**config.mk**
```make
export PLATFORM = sky130hd
export DESIGN_NAME = gbank_regfile
export DESIGN_NICKNAME = d
export VERILOG_FILES = /design/src/rtl/gbank_pkg.sv /design/src/rtl/gbank_sel_decode.sv /design/src/rtl/gbank_swap_ctrl.sv /design/src/rtl/gbank_storage.sv /design/src/rtl/gbank_regfile.sv
export SDC_FILE = /design/constraint.sdc
export NUM_CORES = 2
export LEC_CHECK = 0
export CELL_PAD_IN_SITES_DETAIL_PLACEMENT = 0
export CELL_PAD_IN_SITES_GLOBAL_PLACEMENT = 1
export CORE_ASPECT_RATIO = 2
export CORE_UTILIZATION = 33
export CTS_BUF_LIST = sky130_fd_sc_hd__clkbuf_4 sky130_fd_sc_hd__clkbuf_8
export CTS_CLUSTER_SIZE = 14
export DETAILED_ROUTE_END_ITERATION = 6
export PLACE_DENSITY_LB_ADDON = 0.1
export REMOVE_ABC_BUFFERS = 1
export SYNTH_ARGS = -nofsm -noshare
export SYNTH_HDL_FRONTEND = slang
export SYNTH_HIERARCHICAL = 1
export SYNTH_SLANG_ARGS = --single-unit
```
**constraint.sdc**
```tcl
create_clock -name clk -period 3.05 [get_ports clk]
set_clock_uncertainty 0.15 [all_clocks]
set_input_delay 0.61 -clock clk [delete_from_list [all_inputs] [get_ports clk]]
set_output_delay 0.61 -clock clk [all_outputs]
set_load 0.05 [all_outputs]
```
**src/rtl/gbank_pkg.sv**
```systemverilog
package gbank_pkg;
  localparam int          STATE_W   = 12;
  localparam int          BANK_W    = 2;
  localparam int          NBANK     = 4;
  localparam logic [11:0] KEEP_MASK = 12'hf3f;
  localparam logic [11:0] SEL_MASK  = 12'hc01;

  typedef enum logic [BANK_W-1:0] {
    BANK_BASE = 2'd0,
    BANK_ALT  = 2'd1,
    BANK_MMU  = 2'd2,
    BANK_INTR = 2'd3
  } bank_e;

  function automatic bank_e sel_to_bank(input logic [STATE_W-1:0] s);
    bank_e b;
    case ({s[11], s[10], s[0]})
      3'b001:  b = BANK_ALT;
      3'b010:  b = BANK_MMU;
      3'b100:  b = BANK_INTR;
      default: b = BANK_BASE;
    endcase
    return b;
  endfunction
endpackage

```
**src/rtl/gbank_sel_decode.sv**
```systemverilog
module gbank_sel_decode
  import gbank_pkg::*;
(
  input  logic [STATE_W-1:0] state_i,
  output logic [BANK_W-1:0]  bank_o
);
  always_comb begin
    bank_o = sel_to_bank(state_i);
  end
endmodule

```
**src/rtl/gbank_swap_ctrl.sv**
```systemverilog
module gbank_swap_ctrl
  import gbank_pkg::*;
#(
  parameter int NREG  = 8,
  parameter int IDX_W = $clog2(NREG)
) (
  input  logic               clk,
  input  logic               rst_n,
  input  logic               st_wr_en,
  input  logic [STATE_W-1:0] st_val,
  output logic [STATE_W-1:0] state_q,
  output logic [STATE_W-1:0] pend_q,
  output logic               busy_q,
  output logic [IDX_W-1:0]   idx_q
);
  localparam logic [IDX_W-1:0] LAST_IDX = IDX_W'(NREG - 1);

  logic [STATE_W-1:0] state_d, pend_d, masked;
  logic               busy_d;
  logic [IDX_W-1:0]   idx_d;
  logic               sel_change;

  always_comb begin
    masked     = st_val & KEEP_MASK;
    sel_change = (masked & SEL_MASK) != (state_q & SEL_MASK);
    state_d    = state_q;
    pend_d     = pend_q;
    busy_d     = busy_q;
    idx_d      = idx_q;
    if (!busy_q) begin
      if (st_wr_en) begin
        if (sel_change) begin
          busy_d = 1'b1;
          idx_d  = '0;
          pend_d = masked;
        end else begin
          state_d = masked;
        end
      end
    end else begin
      idx_d = idx_q + IDX_W'(1);
      if (idx_q == LAST_IDX) begin
        busy_d  = 1'b0;
        state_d = pend_q;
      end
    end
  end

  always_ff @(posedge clk or negedge rst_n) begin
    if (!rst_n) begin
      state_q <= '0;
      pend_q  <= '0;
      busy_q  <= 1'b0;
      idx_q   <= '0;
    end else begin
      state_q <= state_d;
      pend_q  <= pend_d;
      busy_q  <= busy_d;
      idx_q   <= idx_d;
    end
  end
endmodule

```
**src/rtl/gbank_storage.sv**
```systemverilog
module gbank_storage
  import gbank_pkg::*;
#(
  parameter int DATA_W = 64,
  parameter int NREG   = 8,
  parameter int IDX_W  = $clog2(NREG)
) (
  input  logic              clk,
  input  logic              rst_n,
  input  logic              wr_en,
  input  logic [IDX_W-1:0]  wr_addr,
  input  logic [DATA_W-1:0] wr_data,
  input  logic              swap_en,
  input  logic [IDX_W-1:0]  swap_idx,
  input  logic [BANK_W-1:0] old_bank,
  input  logic [BANK_W-1:0] new_bank,
  input  logic [IDX_W-1:0]  rd_addr,
  output logic [DATA_W-1:0] rd_data
);
  logic [DATA_W-1:0] live_q [NREG];
  logic [DATA_W-1:0] live_d [NREG];
  logic              live_en [NREG];
  logic [DATA_W-1:0] bank_q [NBANK][NREG];
  logic              same_bank;

  assign same_bank = (old_bank == new_bank);

  for (genvar r = 0; r < NREG; r++) begin : g_live
    logic at_swap;
    assign at_swap = swap_en && (swap_idx == IDX_W'(r));

    always_comb begin
      live_en[r] = 1'b0;
      live_d[r]  = live_q[r];
      if (at_swap) begin
        live_en[r] = !same_bank;
        live_d[r]  = bank_q[new_bank][r];
      end else if (!swap_en && wr_en && (wr_addr == IDX_W'(r))) begin
        live_en[r] = 1'b1;
        live_d[r]  = wr_data;
      end
    end

    always_ff @(posedge clk or negedge rst_n) begin
      if (!rst_n) live_q[r] <= '0;
      else if (live_en[r]) live_q[r] <= live_d[r];
    end

    for (genvar b = 0; b < NBANK; b++) begin : g_bank
      logic save_en;
      assign save_en = at_swap && (old_bank == BANK_W'(b));
      always_ff @(posedge clk or negedge rst_n) begin
        if (!rst_n) bank_q[b][r] <= '0;
        else if (save_en) bank_q[b][r] <= live_q[r];
      end
    end
  end

  assign rd_data = live_q[rd_addr];
endmodule

```
**src/rtl/gbank_regfile.sv**
```systemverilog
module gbank_regfile
  import gbank_pkg::*;
#(
  parameter int DATA_W = 64,
  parameter int NREG   = 8,
  parameter int IDX_W  = $clog2(NREG)
) (
  input  logic               clk,
  input  logic               rst_n,
  input  logic               st_wr_en,
  input  logic [63:0]        st_wr_data,
  output logic [STATE_W-1:0] pstate_o,
  input  logic [IDX_W-1:0]   rd_addr,
  output logic [DATA_W-1:0]  rd_data,
  output logic               rd_stall,
  input  logic               wr_en,
  input  logic [IDX_W-1:0]   wr_addr,
  input  logic [DATA_W-1:0]  wr_data,
  output logic               busy
);
  logic [STATE_W-1:0] state_q, pend_q;
  logic               busy_q;
  logic [IDX_W-1:0]   idx_q;
  logic [BANK_W-1:0]  old_bank, new_bank;

  gbank_swap_ctrl #(.NREG(NREG), .IDX_W(IDX_W)) u_ctrl (
    .clk      (clk),
    .rst_n    (rst_n),
    .st_wr_en (st_wr_en),
    .st_val   (st_wr_data[STATE_W-1:0]),
    .state_q  (state_q),
    .pend_q   (pend_q),
    .busy_q   (busy_q),
    .idx_q    (idx_q)
  );

  gbank_sel_decode u_dec_old (.state_i(state_q), .bank_o(old_bank));
  gbank_sel_decode u_dec_new (.state_i(pend_q),  .bank_o(new_bank));

  gbank_storage #(.DATA_W(DATA_W), .NREG(NREG), .IDX_W(IDX_W)) u_store (
    .clk      (clk),
    .rst_n    (rst_n),
    .wr_en    (wr_en),
    .wr_addr  (wr_addr),
    .wr_data  (wr_data),
    .swap_en  (busy_q),
    .swap_idx (idx_q),
    .old_bank (old_bank),
    .new_bank (new_bank),
    .rd_addr  (rd_addr),
    .rd_data  (rd_data)
  );

  assign pstate_o = state_q;
  assign busy     = busy_q;
  assign rd_stall = busy_q;
endmodule

```
## After elaboration in Yosys (flattened, before gate mapping)

Index checks and enable logic that the tools add are counted.

- Flip-flop bits (word level): 2586
- Bits in latches: 0
- Bits in writable memories: 0
- ROM bits: 0
- Bits of input ports: 138
- Output and inout port bits: 78
- Logic and storage cells: 203
- Memories: 0

- Add/sub/neg operators: 1
- Multiply operators: 0
- Div/mod/pow operators: 0
- Order comparisons: 2
- Equal/unequal tests: 27
- Shift-type cells: 0
- Multiplexer cells: 51
- Bitwise operators: 3
- Reduce and logical (&&, ||, !) cells: 75

Operator list:

| cell | count |
|---|---|
| 64-bit two-way mux | 18 |
| 512-bit binary-select mux with 2-bit select | 1 |
| 512-bit two-way mux | 2 |
| 64-bit binary-select mux with 3-bit select | 1 |
| 1-bit logical AND | 49 |
| 12-bit two-way mux | 4 |
| 3-bit == test (second input constant) | 10 |
| 1-bit two-way mux | 20 |
| 2-bit nonzero test | 10 |
| 3-bit by 2-bit == test with 1-bit output (second input constant) | 6 |
| 2-bit AND reduction | 9 |
| 3-bit by 1-bit == test with 1-bit output (second input constant) | 4 |
| 2-bit one-hot mux with 3 select lines | 2 |
| 3-bit two-way mux | 3 |
| 3-bit zero test | 2 |
| 3-bit AND reduction | 2 |
| 2-bit == test (second input constant) | 2 |
| 4-bit >= comparator (second input constant) | 1 |
| 3-bit inverter with 4-bit output | 1 |
| 3-bit by 1-bit adder with 3-bit output (second input constant) | 1 |
| 3-bit >= comparator (second input constant) | 1 |
| 3-bit inequality test | 1 |
| 2-bit inverter with 3-bit output | 1 |
| 2-bit by 1-bit == test with 1-bit output (second input constant) | 1 |
| other kinds (6) | 7 |

## Depth between registers and ports, before layout

- Depth after elaboration: 7
- Depth in mapped cells: 9
- Gate-level depth less buffers: 5

## Cells and area by module

Netlist, hierarchy kept.

Modules (own cells, without submodules):

| module | instances | cells each | area an instance (µm²) | seq. area each (µm²) |
|---|---|---|---|---|
| gbank_storage | 1 | 7663 | 118846.5 | 64061.4 |
| gbank_swap_ctrl | 1 | 83 | 1146.1 | 600.6 |
| gbank_sel_decode | 2 | 4 | 25.0 | 0.0 |
| gbank_regfile | 1 | 1 | 7.5 | 0.0 |

## Worst setup path before layout

Ideal clock, no wire load.

- Path kind: input to output
- Start point: input rd_addr[0]
- End point: output rd_data[0]
- Data arrival time: 2.365 ns
- Required time: 2.290 ns
- Path slack: -0.075 ns
- Stages: 4
- Path buffers: 2
- Cells stage by stage: clkbuf_1 buf_2 mux4_2 mux2_2

- Word-level cells in the longest chain between the ends: 4

RTL lines:

| what | line | RTL |
|---|---|---|
| start: declaration | gbank_regfile.sv:13 | `input logic [IDX_W-1:0] rd_addr,` |
| 3-bit inverter with 4-bit output (not written as such) | gbank_storage.sv:59 | `assign rd_data = live_q[rd_addr];` |
| 64-bit binary-select mux with 3-bit select | gbank_storage.sv:59 |  |
| 64-bit two-way mux (not written as such) (2 in a row) | gbank_storage.sv:59 |  |
| end: declaration | gbank_regfile.sv:14 | `output logic [DATA_W-1:0] rd_data,` |

Every way passes these cells. The select of a mux whose other input is x is not followed.

## Worst setup path after layout

- Start point: register u_store/live_q[371] in the netlist's numbering
- End point: output rd_data[51]

- Word-level cells in the longest chain between the ends: 3

RTL lines:

| what | line | RTL |
|---|---|---|
| start: declaration | gbank_storage.sv:20 | `logic [DATA_W-1:0] live_q [NREG];` |
| start signal: indexed assignment | gbank_storage.sv:46 | `else if (live_en[r]) live_q[r] <= live_d[r];` |
| 64-bit binary-select mux with 3-bit select | gbank_storage.sv:59 |  |
| 64-bit two-way mux (not written as such) (2 in a row) | gbank_storage.sv:59 |  |

Every way passes these cells. The select of a mux whose other input is x is not followed.

==> results.md <==
| Group | Quantity | This run |
|---|---|---|
| clock tree | Buffer type at the clock tree root | clkbuf_8 |
| layout | Share of cells above drive strength 1 | 0.5530 |
| worst setup path | Cell with the largest stage delay on the worst path | mux4_2 |
| pwr | Maximum vdd ir drop | 1.227 mV |
| status | Violations in the final reports | negative setup slack |
| floorplan | Initial core utilization | 0.3321 |
| status | Run status | complete, but fails checks |
| synthesis | Number of instances in the synthesized netlist | 7753 |
| route | Starting DRT DRC Count | 5599 |
| worst setup path | Gate family responsible for the most delay along the worst path | multiplexers |
| worst setup path | Setup CP Type | flop to output pin |
| global route | Pin count of the biggest net entering global routing | 147 |
| job | Total of max-cap violations | 0 |
| worst setup path | Critical-path maximum fanout | 2 |
| place | Post-placement cell count | 12430 |
| route | Via density per instance | 5.884 |
| pwr | Power per unit of standard cell area | 1266 mW/mm^2 |
| worst setup path | Buffering stage count on the worst path with inverters included | 1 |
| layout | Layout Nets | 8676 |
| pwr | Static Leakage | 61.12 nW |
| worst setup path | Cells along the critical path | mux4_2 -> mux2_4 -> buf_6 |
| floorplan | Width of the die | 428.5 microns |
| route | DRC violations left | 0 |
| sta | Fin. max-slew vios | 0 |
| route | Total wire length | 482000 microns |
| sta | Final critical-path required period | 3377 ps |
| place | Final Wtd Congestion | 0.7886 |
| route | DR WL/cell | 35.56 microns |
| worst setup path | Worst stage delay on the critical path | 590 ps |
| worst setup path | Startpoint types | flop |
| place | HPWL reported at the end of detailed placement | 298900 microns |
| sta | Final hold violations | 0 |
| clock tree | Sinks on the clock net | 2584 |
| floorplan | Number of core rows | 312 |
| global route | Global Route Usage Sum | 0.2620 |
| sta | Period utilisation layout | 1.107 |
| global route | First-pass GRT wire length | 688700 microns |
| floorplan | Num ports | 216 |
| clock tree | TritonCTS clock tree | yes |
| clock tree | Max H-tree Level | 5 |
| global route | Via count of the first global-routing pass | 88110 |
| worst setup path | CP Data Required Time | 2290 ps |
| sta | Setup-violating endpoint count in the final report | 64 |
| floorplan | Standard cell core area | 0.3615 sq mm |
| layout | Design area | 0.1454 sq mm |
| route | Number of nets with antenna violations after routing | 0 |
| route | Via count | 79770 |
| floorplan | Chip Height | 854.9 microns |
| layout | Post-layout util | 0.4022 |
| sta | Fmax | 0.2961 GHz |
| synthesis | Total of warnings raised by yosys | 6 |
| clock tree | Insertion delay to the later sink of the worst-skew pair | 1110 ps |
| place | Post-placement cell area | 0.1328 sq mm |
| clock tree | Number of buffers created by CTS | 405 |
| floorplan | Die area | 0.3663 sq mm |
| synthesis | Mapped cell area | 0.1200 sq mm |
| clock tree | Clk pin slew, worst setup/hold paths | 70 ps |
| global route | Antenna violations before repair | 23 |
| global route | Total global routing overflow | 0 |
| clock tree | Bufs on Longest Clock Path | 4 |
| sta | Worst rel slew slack | 0.2952 |
| sta | Setup slack of the critical path after layout | -327.0 ps |
| sta | Worst slew pin tran | 1057 ps |
| worst setup path | Data arrival at the endpoint of the critical path | 2620 ps |
| route | DRT Pass-1 Iters | 7 |
| place | I/O Buffers | 159 |
| layout | Area growth, synth to finish | 21.13% |
| worst setup path | Worst Setup End Kind | output pin |
| synthesis | Mapped Avg Cell Area | 15.48 sq um |
| layout | Filler-free cell count of the finished design | 13560 |
| hold path | HP Class | input port to asynchronous set/reset pin |
| sta | Setup repair after global routing missed its margin | true |
-- timing repair --
| action | 4_1_cts | 5_1_grt |
|---|---|---|
| hold buffers | 11 | 0 |
| gates cloned | 0 | 0 |
| buffers inserted | 348 | 49 |
| setup endpoints to repair | 74 | 88 |
| pin swaps | 0 | 1 |
| gates resized for setup | 417 | 42 |
| endpoints found under the hold margin | 2139 | 0 |
-- placed cells by master (no fill, tap or decap), drive strengths merged, types with 2 or more instances in the layout --
cell type	n
a211o	512
a21oi	8
buf	1029
bufinv	10
clkbuf	645
clkdlybuf4s50	79
clkinv	34
clkinvlp	8
conb	2
dfrtp	2584
diode	15
dlygate4sd2	10
dlygate4sd3	11
ha	2
inv	7
mux2	2142
mux4	640
nand2	8
nand2b	6
nand4b	3
nand4bb	3
nor2	28
o21ai	3
o311a	513
or2	9
or3	519
xnor2	6
xor2	3
-- state kept, by name, summed over array words and instances (netlist names) --
name            count
u_store/bank_q   2048
u_ctrl/idx_q        3
u_ctrl/busy_q       1
u_store/live_q    512
u_ctrl/state_q     10
u_ctrl/pend_q      10
-- where the power goes --
group	total, mW	leakage (nW)	switching, mW	internal, mW
registers	60.1	32.1	9.82	50.3
clock network	32.1	4.57	14.8	17.3
logic	91.9	24.4	46.3	45.6
total	184	61.1	71.0	113
-- worst paths after layout --
check / startpoint / endpoint / slack [ps] / cells past startpoint
worst max-delay path: u_store/live_q[371]$_DFFE_PN0P_ / rd_data[51] / -330 / 3
worst min-delay path: rst_n / u_store/bank_q[2004]$_DFFE_PN0P_ / 190 / 3
worst max register to register: u_ctrl/pend_q[10]$_DFFE_PN0P_ / u_store/live_q[71]$_DFFE_PN0P_ / 80 / 8
worst min register to register: u_store/bank_q[1746]$_DFFE_PN0P_ / u_store/bank_q[1746]$_DFFE_PN0P_ / 340 / 1
max in group asynchronous: rst_n / u_store/live_q[312]$_DFFE_PN0P_ / 1460 / 4
min in group clk: st_wr_en / u_ctrl/idx_q[2]$_DFFE_PN0P_ / 250 / 3
-- per-stage QoR --
stage                     setup TNS [ps]  hold slack [ps]  setup slack (ps)  power, mW
after floorplan                        -            164.4           -112350      93.88
after global placement             -3377            319.5            -164.2      145.2
after detailed placement           -3648            329.5            -161.3      147.6
after CTS                         -21530            86.84            -437.6      185.2
after global routing              -17970            146.3            -367.5      192.6
final                             -12510            194.6            -327.0      184.1
-- cell type report --
cell class | instances | area [sq um]
fill | 33450 | 216100
antenna | 15 | 37.54
clock buffer | 645 | 7964
timing repair buffer | 1129 | 12990
inverter | 1 | 3.754
sequential | 2584 | 65060
multi-input combinational | 4415 | 52860
clock inverter | 58 | 594.3
tap | 4710 | 5893
-- metal layers --
metal  part of all wire  up-vias  global-route usage
met4              0.044        4              0.1050
met1               0.39    44390              0.3092
li1                   -    31990                   -
met3              0.040      938             0.03117
met2               0.53     2450              0.4804
met5           0.000033        -                   0
-- worst min-delay path, cell delays in order --
cell	delay (ps)
dlygate4sd3_1	610
buf_16	250
buf_12	230
(Power assumes the default switching activity.)
